==> src/rtl/tpw_pkg.sv <==
package tpw_pkg;
  typedef enum logic [2:0] {
    ST_IDLE    = 3'd0,
    ST_L1_REQ  = 3'd1,
    ST_L1_WAIT = 3'd2,
    ST_L2_REQ  = 3'd3,
    ST_L2_WAIT = 3'd4,
    ST_DONE    = 3'd5
  } walk_state_t;

  localparam logic [1:0] KIND_FINE_TABLE = 2'b11;
  localparam logic [1:0] KIND_TINY_PAGE  = 2'b11;
endpackage

==> src/rtl/tpw_addr_gen.sv <==
module tpw_addr_gen #(
  parameter int ADDR_W   = 32,
  parameter int L1_IDX_W = 12,
  parameter int L2_IDX_W = 10,
  parameter int PAGE_W   = 10
) (
  input  logic [ADDR_W-L1_IDX_W-3:0] ttb,
  input  logic [ADDR_W-1:0]          vaddr,
  input  logic [ADDR_W-1:0]          l1_word,
  input  logic                       use_l2,
  output logic [ADDR_W-1:0]          addr
);
  localparam int FT_W = ADDR_W - L2_IDX_W - 2;

  logic [ADDR_W-1:0] l1_addr;
  logic [ADDR_W-1:0] l2_addr;

  always_comb begin
    l1_addr = {ttb, vaddr[ADDR_W-1 -: L1_IDX_W], 2'b00};
    l2_addr = {l1_word[ADDR_W-1 -: FT_W], vaddr[PAGE_W +: L2_IDX_W], 2'b00};
    addr    = use_l2 ? l2_addr : l1_addr;
  end
endmodule

==> src/rtl/tpw_decode.sv <==
module tpw_decode
  import tpw_pkg::*;
#(
  parameter int ADDR_W  = 32,
  parameter int PAGE_W  = 10,
  parameter int DOM_LSB = 5,
  parameter int DOM_W   = 4
) (
  input  logic [ADDR_W-1:0] rsp_word,
  input  logic [ADDR_W-1:0] l1_word,
  input  logic [ADDR_W-1:0] vaddr,
  output logic              is_fine,
  output logic              is_tiny,
  output logic [ADDR_W-1:0] pa,
  output logic [DOM_W-1:0]  domain,
  output logic [1:0]        ap,
  output logic              c_bit,
  output logic              b_bit
);
  localparam int PB_W = ADDR_W - PAGE_W;

  always_comb begin
    is_fine = (rsp_word[1:0] == KIND_FINE_TABLE);
    is_tiny = (rsp_word[1:0] == KIND_TINY_PAGE);
    pa      = {rsp_word[ADDR_W-1 -: PB_W], vaddr[PAGE_W-1:0]};
    domain  = l1_word[DOM_LSB +: DOM_W];
    ap      = rsp_word[5:4];
    c_bit   = rsp_word[3];
    b_bit   = rsp_word[2];
  end
endmodule

==> src/rtl/tpw_seq.sv <==
module tpw_seq
  import tpw_pkg::*;
(
  input  logic clk,
  input  logic rst_n,
  input  logic req_valid,
  input  logic mem_req_ready,
  input  logic mem_rsp_valid,
  input  logic rsp_is_fine,
  input  logic rsp_is_tiny,
  output logic req_ready,
  output logic busy,
  output logic mem_req_valid,
  output logic use_l2,
  output logic accept,
  output logic l1_load,
  output logic res_load,
  output logic fault_evt,
  output logic fault_at_l2,
  output logic done
);
  walk_state_t st, st_nx;

  always_comb begin
    st_nx = st;
    unique case (st)
      ST_IDLE:    if (req_valid)     st_nx = ST_L1_REQ;
      ST_L1_REQ:  if (mem_req_ready) st_nx = ST_L1_WAIT;
      ST_L1_WAIT: if (mem_rsp_valid) st_nx = rsp_is_fine ? ST_L2_REQ : ST_DONE;
      ST_L2_REQ:  if (mem_req_ready) st_nx = ST_L2_WAIT;
      ST_L2_WAIT: if (mem_rsp_valid) st_nx = ST_DONE;
      ST_DONE:                       st_nx = ST_IDLE;
      default:                       st_nx = ST_IDLE;
    endcase
  end

  always_ff @(posedge clk or negedge rst_n) begin
    if (!rst_n) st <= ST_IDLE;
    else        st <= st_nx;
  end

  logic l1_rsp, l2_rsp;

  always_comb begin
    l1_rsp        = (st == ST_L1_WAIT) && mem_rsp_valid;
    l2_rsp        = (st == ST_L2_WAIT) && mem_rsp_valid;
    req_ready     = (st == ST_IDLE);
    busy          = (st != ST_IDLE);
    mem_req_valid = (st == ST_L1_REQ) || (st == ST_L2_REQ);
    use_l2        = (st == ST_L2_REQ);
    accept        = (st == ST_IDLE) && req_valid;
    l1_load       = l1_rsp;
    res_load      = (l1_rsp && !rsp_is_fine) || l2_rsp;
    fault_evt     = (l1_rsp && !rsp_is_fine) || (l2_rsp && !rsp_is_tiny);
    fault_at_l2   = (st == ST_L2_WAIT);
    done          = (st == ST_DONE);
  end


  busy_after_accept_chk: assert property (@(posedge clk) disable iff (!rst_n)
    accept |=> (busy && !req_ready));


  req_hold_chk: assert property (@(posedge clk) disable iff (!rst_n)
    (mem_req_valid && !mem_req_ready) |=> mem_req_valid);


  done_single_chk: assert property (@(posedge clk) disable iff (!rst_n)
    done |=> !done);


  stray_rsp_chk: assert property (@(posedge clk) disable iff (!rst_n)
    (req_ready && mem_rsp_valid && !req_valid) |=> (!done && !mem_req_valid));
endmodule

==> src/rtl/tiny_page_walker.sv <==
module tiny_page_walker
  import tpw_pkg::*;
#(
  parameter int ADDR_W   = 32,
  parameter int L1_IDX_W = 12,
  parameter int L2_IDX_W = 10,
  parameter int PAGE_W   = 10,
  parameter int DOM_W    = 4,
  parameter int DOM_LSB  = 5
) (
  input  logic                       clk,
  input  logic                       rst_n,
  input  logic                       req_valid,
  output logic                       req_ready,
  input  logic [ADDR_W-1:0]          req_vaddr,
  input  logic [ADDR_W-L1_IDX_W-3:0] ttb_base,
  output logic                       mem_req_valid,
  input  logic                       mem_req_ready,
  output logic [ADDR_W-1:0]          mem_req_addr,
  input  logic                       mem_rsp_valid,
  input  logic [ADDR_W-1:0]          mem_rsp_data,
  output logic                       busy,
  output logic                       rsp_done,
  output logic                       rsp_fault,
  output logic                       rsp_fault_l2,
  output logic [ADDR_W-1:0]          rsp_pa,
  output logic [DOM_W-1:0]           rsp_domain,
  output logic [1:0]                 rsp_ap,
  output logic                       rsp_c,
  output logic                       rsp_b
);
  localparam int TTB_W = ADDR_W - L1_IDX_W - 2;

  logic [ADDR_W-1:0] vaddr_q;
  logic [TTB_W-1:0]  ttb_q;
  logic [ADDR_W-1:0] l1_q;

  logic use_l2, accept, l1_load, res_load, fault_evt, fault_at_l2;
  logic rsp_is_fine, rsp_is_tiny;
  logic [ADDR_W-1:0] dec_pa;
  logic [DOM_W-1:0]  dec_domain;
  logic [1:0]        dec_ap;
  logic              dec_c, dec_b;

  tpw_seq u_seq (
    .clk          (clk),
    .rst_n        (rst_n),
    .req_valid    (req_valid),
    .mem_req_ready(mem_req_ready),
    .mem_rsp_valid(mem_rsp_valid),
    .rsp_is_fine  (rsp_is_fine),
    .rsp_is_tiny  (rsp_is_tiny),
    .req_ready    (req_ready),
    .busy         (busy),
    .mem_req_valid(mem_req_valid),
    .use_l2       (use_l2),
    .accept       (accept),
    .l1_load      (l1_load),
    .res_load     (res_load),
    .fault_evt    (fault_evt),
    .fault_at_l2  (fault_at_l2),
    .done         (rsp_done)
  );

  tpw_addr_gen #(
    .ADDR_W(ADDR_W), .L1_IDX_W(L1_IDX_W), .L2_IDX_W(L2_IDX_W), .PAGE_W(PAGE_W)
  ) u_addr (
    .ttb    (ttb_q),
    .vaddr  (vaddr_q),
    .l1_word(l1_q),
    .use_l2 (use_l2),
    .addr   (mem_req_addr)
  );

  tpw_decode #(
    .ADDR_W(ADDR_W), .PAGE_W(PAGE_W), .DOM_LSB(DOM_LSB), .DOM_W(DOM_W)
  ) u_dec (
    .rsp_word(mem_rsp_data),
    .l1_word (l1_q),
    .vaddr   (vaddr_q),
    .is_fine (rsp_is_fine),
    .is_tiny (rsp_is_tiny),
    .pa      (dec_pa),
    .domain  (dec_domain),
    .ap      (dec_ap),
    .c_bit   (dec_c),
    .b_bit   (dec_b)
  );

  always_ff @(posedge clk or negedge rst_n) begin
    if (!rst_n) begin
      vaddr_q <= '0;
      ttb_q   <= '0;
      l1_q    <= '0;
    end else begin
      if (accept) begin
        vaddr_q <= req_vaddr;
        ttb_q   <= ttb_base;
      end
      if (l1_load) l1_q <= mem_rsp_data;
    end
  end

  always_ff @(posedge clk or negedge rst_n) begin
    if (!rst_n) begin
      rsp_fault    <= 1'b0;
      rsp_fault_l2 <= 1'b0;
      rsp_pa       <= '0;
      rsp_domain   <= '0;
      rsp_ap       <= '0;
      rsp_c        <= 1'b0;
      rsp_b        <= 1'b0;
    end else if (res_load) begin
      rsp_fault    <= fault_evt;
      rsp_fault_l2 <= fault_evt && fault_at_l2;
      if (fault_evt) begin
        rsp_pa     <= '0;
        rsp_domain <= '0;
        rsp_ap     <= '0;
        rsp_c      <= 1'b0;
        rsp_b      <= 1'b0;
      end else begin
        rsp_pa     <= dec_pa;
        rsp_domain <= dec_domain;
        rsp_ap     <= dec_ap;
        rsp_c      <= dec_c;
        rsp_b      <= dec_b;
      end
    end
  end

  logic [1:0] reads_q;
  always_ff @(posedge clk or negedge rst_n) begin
    if (!rst_n)                                             reads_q <= 2'd0;
    else if (accept)                                        reads_q <= 2'd0;
    else if (mem_req_valid && mem_req_ready && reads_q != 2'd3) reads_q <= reads_q + 2'd1;
  end


  addr_stable_chk: assert property (@(posedge clk) disable iff (!rst_n)
    (mem_req_valid && !mem_req_ready) |=> $stable(mem_req_addr));


  two_reads_chk: assert property (@(posedge clk) disable iff (!rst_n)
    (rsp_done && !(rsp_fault && !rsp_fault_l2)) |-> (reads_q == 2'd2));


  one_read_chk: assert property (@(posedge clk) disable iff (!rst_n)
    (rsp_done && rsp_fault && !rsp_fault_l2) |-> (reads_q == 2'd1));


  page_offset_chk: assert property (@(posedge clk) disable iff (!rst_n)
    (rsp_done && !rsp_fault) |-> (rsp_pa[PAGE_W-1:0] == vaddr_q[PAGE_W-1:0]));


  result_hold_chk: assert property (@(posedge clk) disable iff (!rst_n)
    (!rsp_done && !$past(res_load)) |-> $stable(rsp_pa));
endmodule

==> config.mk <==
export PLATFORM = sky130hd
export DESIGN_NAME = tiny_page_walker
export DESIGN_NICKNAME = d
export VERILOG_FILES = /design/src/rtl/tpw_pkg.sv /design/src/rtl/tpw_addr_gen.sv /design/src/rtl/tpw_decode.sv /design/src/rtl/tpw_seq.sv /design/src/rtl/tiny_page_walker.sv
export SDC_FILE = /design/constraint.sdc
export NUM_CORES = 1
export LEC_CHECK = 0
export ABC_AREA = 1
export CAP_MARGIN = 5
export CORE_AREA = 2 2 134 136
export CTS_CLUSTER_DIAMETER = 120
export DETAILED_ROUTE_END_ITERATION = 12
export DIE_AREA = 0 0 136 138
export PLACE_DENSITY = 0.6
export SLEW_MARGIN = 20
export SYNTH_ARGS = -nofsm -noshare
export SYNTH_HDL_FRONTEND = slang
export SYNTH_SLANG_ARGS = --single-unit
==> constraint.sdc <==
create_clock -name clk -period 3.1 [get_ports clk]
set_input_delay 0.31 -clock clk [delete_from_list [all_inputs] [get_ports clk]]
set_output_delay 0.31 -clock clk [all_outputs]
set_load 0.005 [all_outputs]
==> results of run 1 <==
==> report_power, final <==
| group | switching, mW | internal (mW) |
|---|---|---|
| Sequential | 0.312 | 2.21 |
| Clock | 0.688 | 1.32 |
| Combinational | 1.27 | 1.34 |
==> timing repair <==
| item | in CTS | in global routing |
|---|---|---|
| setup buffers | 0 | 0 |
| hold buffers | 0 | 0 |
| setup endpoints to repair | 0 | 8 |
| resized for setup | 0 | 1 |
==> kinds of logic after synthesis <==
| family | share of synthesized area |
|---|---|
| AOI/OAI and AO/OA | 0.06461 |
| buffers and inverters | 0.07269 |
| DFF | 0.5825 |
| other | 0.0007335 |
| and+or+nand+nor | 0.2795 |
==> routing by layer <==
metal	up-vias	wire, um
li1	2230	-
met1	2055	6760
met2	123	6821
met3	19	742
met4	0	299
met5	-	0
==> layout by cell type, fill, tap and decap left out, drive strengths merged <==
cell           Yosys  routed
nand4              1       1
bufinv             0       3
buf               27       9
nand2            233     233
clkdlybuf4s50      0     159
inv               41      41
clkbuf            13      24
nor3               1       1
clkinv             1       6
clkinvlp           0       1
nand3             92      92
nor2              16      16
a21oi             10      10
conb               1       2
dfrtp            119     119
o21ai             56      56
==> final cells by class <==
| class | count | area [um^2] | area share |
|---|---|---|---|
| flip-flops and latches | 119 | 2978 | 0.3976 |
| multi-input cells | 411 | 1784 | 0.2382 |
| repair buffers | 169 | 1683 | 0.2247 |
| clock buffers | 23 | 478.0 | 0.06382 |
| well taps | 229 | 286.5 | 0.03826 |
| inverters | 42 | 157.7 | 0.02105 |
| clock inverters | 9 | 122.6 | 0.01637 |
==> worst min path at each step <==
| stage | start | endpoint | slack, ps | cells after the start |
|---|---|---|---|---|
| after floorplan | rst_n | l1_q[12] | 10 | 0 |
| after global placement | vaddr_q[9] | rsp_pa[9] | 450 | 2 |
| after detailed placement | l1_q[7] | rsp_domain[2] | 450 | 2 |
| after CTS | rst_n | l1_q[19] | 110 | 1 |
| after global routing | rst_n | l1_q[19] | 100 | 1 |
| final | rst_n | l1_q[19] | 4 | 1 |
==> through the flow <==
| step | instance area [um^2] | power [mW] |
|---|---|---|
| 6_report | 7490 | 7.133 |
| 5_1_grt | 7490 | 7.649 |
| 4_1_cts | 7480 | 7.244 |
| 3_5_place_dp | 6879 | 5.178 |
| 3_3_place_gp | 6879 | 5.127 |
| 2_1_floorplan | 5116 | 3.740 |
==> Yosys cell counts, drive strengths merged <==
cell,count,share of area
nor3,1,0.00098
inv,41,0.030
conb,1,0.00073
a21oi,10,0.0098
dfrtp,119,0.58
nor2,16,0.015
nand3,92,0.091
buf,27,0.032
nand2,233,0.17
nand4,1,0.0012
clkinv,1,0.00073
o21ai,56,0.055
clkbuf,13,0.0095
==> registers in the layout, summed over array words and instances, names as in the netlist, 2 cells and up <==
| name | count |
|---|---|
| rsp_pa | 32 |
| vaddr_q | 32 |
| l1_q | 24 |
| ttb_q | 18 |
| rsp_domain | 4 |
| u_seq.st | 3 |
| rsp_ap | 2 |
==> results.md, run 1 <==
- The number of input and output port buffers inserted is 161.
- Adding up every negative setup slack in the final design gives 0 ps.
- Using the TritonRoute via totals, the vias-per-cell ratio works out to 4.418.
- Measured on the finished design, the core utilization comes to 0.4271.
- The layout filler cell count is 1822.
- The count of standard-cell rows is 49.
- Clock tree synthesis inserted a total of 17 buffers.
- The first detailed-routing pass ran for 5 iterations.
- For this design the static power due to leakage is 3.654 nW.
- The run finished with clean final reports.
- The die boundary width is 136 um.
- The detailed router placed 4427 vias in this run.
- The placement-stage worst setup slack is 558.8 ps.
- Synthesis produced a netlist whose cell count is 611.
- The final hold slack is 4.269 ps.
- The final worst-path setup slack is 439.1 ps.
- The final-report setup violation count is 0.
- After the first detailed-routing iteration, the DRC count stood at 299.
- The count of nets left with antenna violations once routing finished came out at 0.
- In the final routed layout, each cell accounts on average for 14.59 um.
- The final HPWL from detailed placement is 9.482 mm.
- The largest single stage delay on the critical path is 550 ps.
- The count of unresolved DRC violations after routing is 0.
- For this run, the post-layout net count is 847.
- The critical path goes through nand3_4 -> buf_4 -> o21ai_0 -> clkdlybuf4s50_1.
- The TritonCTS clock tree is built.
- In this run the number of H-tree levels came out at 4.
- The die area is 18770 um^2.
- The number of placed instances, taps included is 970.
- Max-cap violations in this run came to 0.
- At the worst endpoint, the arrival time is 2350 ps.
- The CTS root buffer is sky130_fd_sc_hd__clkbuf_16.
- The timing startpoint of the critical path is u_seq.st[1].
- The clock arrives with 9.367 ps of skew.
- The most crowded layer after global routing is met2.
- The ratio of final minimum period to clock period is 0.8584.
- The power density over the cells is 952.4 nW/um^2.
- The clock slew at the register clock pins of the worst setup and hold paths is 60 ps.
- For this run, the top clock speed supported by timing is 0.3758 GHz.
- The initial antenna violation count came to 0.
- The shortest period the worst path allows is 2661 ps.
- For this block, the routed nets add up to 14.62 mm of wire.
- The worst pin sits at a relative slew slack of 0.3673.
- Setup repair after global routing left no endpoint under its margin.
- Of the synthesized area, sequential elements account for 0.5825.
- The number of antenna diodes in the final layout is 0.
- The largest buffer count on any clock path is 2.
- The congestion estimate from routability-driven global placement came to 0.8074.
- The final hold violation count is 0.
- The number of max-slew violations in the final report came to 0.
- The number of buffer and inverter instances along the worst setup path is 2.
- For the worst-skew pair, the clock arrives at the later sink with an insertion delay of 410 ps.
- The netlist area before placement is 5112 um^2.
- STA classifies the critical path endpoint as an output port.
- The average footprint of a synthesized cell is 8.367 um^2.
- The slew of the pin with the lowest slew margin is 949.1 ps.
- The initial core utilization is 0.2916.
- For met1 alone, demand over resource in global routing was 0.2169.
- For this run, the number of standard cells in the final layout without fillers is 1002.
- The number of global-route vias before repair is 4226.
- Of the cells placed in the final design, the portion with a size suffix greater than 1 is 0.06339.
- The cell at the slowest stage of the critical path is sky130_fd_sc_hd__dfrtp_1.
- The path class of the tightest hold or removal check is in -> async.
- The clock net in this run drives a total of 119 sinks.
- The reg2reg setup slack is 960 ps.
- The critical path is of the reg -> out type.
- The fraction of met3 tracks used by global routing is 0.03264.
- Entering global routing, the biggest net connects 111 pins.
- Following the worst setup path forward leads to its endpoint at mem_req_addr[7].
- In this run, synthesis produced a sequential element count of 119.
- In this run, distinct cell masters in the synthesized netlist total 19.
- During I/O placement, the number of pins put on the boundary was 165.
- Broken down by cell family, the worst path's largest delay share belongs to buffers and inverters.
- The global-route congestion overflow total is 0.
- The first-pass GRT wire length is 23.10 mm.
- The number of cell instances on the worst register-to-register path is 7.
- The core region is 17530 um^2.
- The critical path data required time is 2790 ps.
- Counting buffers and inverters, the worst setup path is 4 cells deep.
- For this run, the number of Yosys warnings is 0.
- The startpoint identified for the worst register-to-register timing path is u_seq.st[1].
- The die is 138 um tall.
- The worst-case IR drop observed on VDD is 524.1 uV.
- In the global route stage, met2 resource usage came out at 0.2481.
- The critical-path maximum fanout is 33.
- Relative to the synthesized area, the layout overhead comes to 46.50%.
- The worst register-to-register path ends at rsp_ap[1].
- Across every metal layer, demand over resource in global routing totals 0.1604.
- The critical path startpoint category is a flop.
No activity file was read; power rests on OpenSTA's default activity.
==> inputs of run 2 (changes only) <==
- CTS_CLUSTER_DIAMETER: 120 -> 30
- RECOVER_POWER: unset -> 50
- SETUP_SLACK_MARGIN: unset -> 0.5
==> results.md, run 2 (synthesized netlist as in run 1, its figures left out) <==
- The overall fraction of global-route tracks in use is 0.1643 (was 0.1604).
- The number of buffer and inverter instances along the worst setup path is 2 (unchanged).
- The reg2reg setup slack is 990 ps (was 960 ps).
- The cell at the slowest stage of the critical path is sky130_fd_sc_hd__clkdlybuf4s50_1 (was sky130_fd_sc_hd__dfrtp_1).
- The leakage power total is 3.778 nW (was 3.654 nW).
- The final antenna-violating net count is 0 (unchanged).
- The H-tree depth is 4 (unchanged).
- The number of cell instances on the worst register-to-register path is 7 (unchanged).
- The vertical die dimension is 138 um (unchanged).
- The relative slew slack is 0.3835 (was 0.3673).
- The upper clock frequency limit was 0.4084 GHz (was 0.3758 GHz).
- The critical path data required time is 2790 ps (about the same).
- The power density over the cells is 945.4 nW/um^2 (was 952.4 nW/um^2).
- The gate family responsible for the most delay along the worst path is buffers and inverters (unchanged).
- The ratio of cells with drive above 1 in the final layout is 0.06581 (was 0.06339).
- The placement-stage worst setup slack is 558.8 ps (unchanged).
- The ratio of final minimum period to clock period is 0.7898 (was 0.8584).
- The global-route congestion overflow total was 0 (unchanged).
- The largest stage delay on the critical path is 580 ps (was 550 ps).
- The final cell count without fillers is 1004 (was 1002).
- The final worst-path setup slack is 651.7 ps (was 439.1 ps).
- The number of sinks on the clock net is 119 (unchanged).
- The weighted congestion at the end of routability-driven global placement is 0.8074 (unchanged).
- The count of standard-cell rows was 49 (unchanged).
- The clock slew at the register clock pins of the worst setup and hold paths is 60 ps (about the same).
- The CTS root buffer is sky130_fd_sc_hd__clkbuf_16 (unchanged).
- The average wire length per cell after detail routing is 14.86 um (was 14.59 um).
- The final HPWL from detailed placement was 9.482 mm (unchanged).
- The die boundary width came to 136 um (unchanged).
- The switching power share of the total came to 0.3213 (was 0.3176).
- The total I/O pin count was 165 (unchanged).
- The total inserted antenna cells is 0 (unchanged).
- The worst min-delay path category is in -> async (unchanged).
- The clock tree skew after final layout is 10.02 ps (was 9.367 ps).
- The critical path startpoint category is a flop (unchanged).
- The number of placed instances, taps included is 970 (unchanged).
- The critical-path maximum fanout is 19 (was 33).
- Cells along the critical path: nor2_4 -> nand2_1 -> inv_2 -> clkdlybuf4s50_1 (was nand3_4 -> buf_4 -> o21ai_0 -> clkdlybuf4s50_1).
- The layout net count is 849 (was 847).
- The total non-filler cell area in the finished layout is 7517 um^2 (was 7490 um^2).
- The number of input and output port buffers inserted was 161 (unchanged).
- The number of hold buffers added after cts is 0 (unchanged).
- The area growth from synthesis to final layout came to 47.04% (was 46.50%).
- The switching power of the nets is 2.284 mW (was 2.265 mW).
- The origin of the critical flop-to-flop path is u_seq.st[1] (unchanged).
- The vias after detailed routing was 4482 (was 4427).
- The setup TNS was 0 ps (unchanged).
- Top Registers: rsp_pa (32), vaddr_q (32), l1_q (24) (unchanged).
- The count of TritonRoute iterations in the first routing pass is 4 (was 5).
- The per-cell via count in the routed design is 4.464 (was 4.418).
- The proportion of power drawn by combinational gates was 0.362 (was 0.365).
- The initial core utilization was 0.2916 (unchanged).
- The number of global-route vias before repair is 4271 (was 4226).
- The TritonCTS clock tree is built (unchanged).
- The area inside the core boundary was 17530 um^2 (unchanged).
- The fraction of power consumed by sequential logic is 0.355 (was 0.354).
- The placed instance area is 6879 um^2 (unchanged).
- The number of max-slew violations in the final report came to 0 (unchanged).
- The maximum number of pins on one net before global-route repair came to 111 (unchanged).
- Status: finished clean (unchanged).
- The kind of critical path is reg -> out (unchanged).
- The initial antenna violation count is 0 (unchanged).
- The number of max-cap violations is 0 (unchanged).
- The final hold violation count is 0 (unchanged).
- The shortest period the worst path allows is 2448 ps (was 2661 ps).
- The violation count after the first detailed-route iteration was 263 (was 299).
- Top library cells by usage in the layout, fill and taps aside: 231 x sky130_fd_sc_hd__nand2_1, 121 x sky130_fd_sc_hd__clkdlybuf4s50_1, 118 x sky130_fd_sc_hd__dfrtp_1, 90 x sky130_fd_sc_hd__nand3_1, 56 x sky130_fd_sc_hd__o21ai_0 (was 231 x sky130_fd_sc_hd__nand2_1, 159 x sky130_fd_sc_hd__clkdlybuf4s50_1, 119 x sky130_fd_sc_hd__dfrtp_1, 90 x sky130_fd_sc_hd__nand3_1, 56 x sky130_fd_sc_hd__o21ai_0).
- The peak supply drop was 523.9 uV (was 524.1 uV).
- The final-report setup violation count is 0 (unchanged).
- The leading cell type in the layout, fill and taps excluded is sky130_fd_sc_hd__nand2_1 (unchanged).
- The slew of the pin with the lowest slew margin is 924.7 ps (was 949.1 ps).
- The sum of routed wire length over all layers is 14.92 mm (was 14.62 mm).
- The final core utilization is 0.4287 (was 0.4271).
- The largest buffer count on any clock path was 2 (unchanged).
- The total clock buffers created by CTS is 17 (unchanged).
- The final hold slack came to 27.00 ps (was 4.269 ps).
- The clock network power share is 0.283 (was 0.282).
- The first-pass GRT wire length is 23.57 mm (was 23.10 mm).
- The total power draw came to 7.107 mW (was 7.133 mW).
- The arrival time of data at the critical path endpoint is 2140 ps (was 2350 ps).
- The critical path endpoint category is an output port (unchanged).
- The count of unresolved DRC violations after routing is 0 (unchanged).
- The die area is 18770 um^2 (unchanged).
- The layout filler cell count is 1824 (was 1822).
- The reg-to-reg endpoint is rsp_ap[1] (unchanged).
- The internal power component is 4.823 mW (was 4.868 mW).
- The clock latency of the later-clocked register in the worst-skew pair is 420 ps (was 410 ps).
- RSZ-0062 raised after global routing: false (unchanged).
## run 2: changes by cell type in the layout (fill, tap and decap cells not counted)
cell | before | now
sky130_fd_sc_hd__clkdlybuf4s50_1 | 159 | 121
sky130_fd_sc_hd__buf_12 | 1 | 2
sky130_fd_sc_hd__dfrtp_1 | 119 | 118
sky130_fd_sc_hd__nand3_2 | 1 | 2
sky130_fd_sc_hd__dlygate4sd3_1 | 0 | 38
sky130_fd_sc_hd__clkbuf_1 | 3 | 4
sky130_fd_sc_hd__buf_4 | 7 | 6
sky130_fd_sc_hd__dfrtp_2 | 0 | 1
## run 2: final cells by class
cell class / count / area [um^2] / area share
Clock buffer: 23 / 478.0 / 0.06358
Clock inverter: 9 / 122.6 / 0.01631
Inverter: 42 / 157.7 / 0.02097
Multi-Input combinational cell: 412 / 1794 / 0.2387
Sequential cell: 119 / 2979 / 0.3963
Tap cell: 229 / 286.5 / 0.03812
Timing Repair Buffer: 170 / 1699 / 0.2260
## run 2: power groups by stage
stage / Clock, mW / Sequential (mW) / Combinational, mW
4_1_cts: 2.07 / 2.54 / 2.67
6_report: 2.01 / 2.53 / 2.57
3_5_place_dp: 0 / 2.54 / 2.63
2_1_floorplan: 0 / 2.49 / 1.25
3_3_place_gp: 0 / 2.52 / 2.61
5_1_grt: 2.13 / 2.60 / 2.90
## run 2: per-layer routing
layer / vias up / track usage / routed length [um]
met4: 0 / 0.07072 / 291
met1: 2100 / 0.2200 / 6836
li1: 2241 / - / -
met5: - / 0 / 0
met2: 122 / 0.2573 / 7013
met3: 19 / 0.03374 / 776
## run 2: repair_timing
item / CTS / global route
resized for setup: 2 / 0
setup endpoints to repair: 31 / 9
cloned: 1 / 0
buffers inserted: 0 / 1
pin swaps: 1 / 0
## run 2: worst max path at each step
stage,from,endpoint,depth (start not counted)
detailed placement,u_seq.st[1],mem_req_addr[7],4
CTS,u_seq.st[2],mem_req_addr[7],5
global placement,u_seq.st[1],mem_req_addr[9],4
finish,u_seq.st[1],req_ready,4
global route,u_seq.st[2],mem_req_addr[6],5
floorplan,u_seq.st[1],mem_req_addr[10],5
## run 2: worst reg2reg max path, delay by kind of cell (launching register included)
| family | cells | cell delay (ps) |
|---|---|---|
| AOI/OAI and AO/OA | 1 | 110 |
| buffers and inverters | 2 | 750 |
| DFF | 1 | 500 |
| and+or+nand+nor | 4 | 630 |
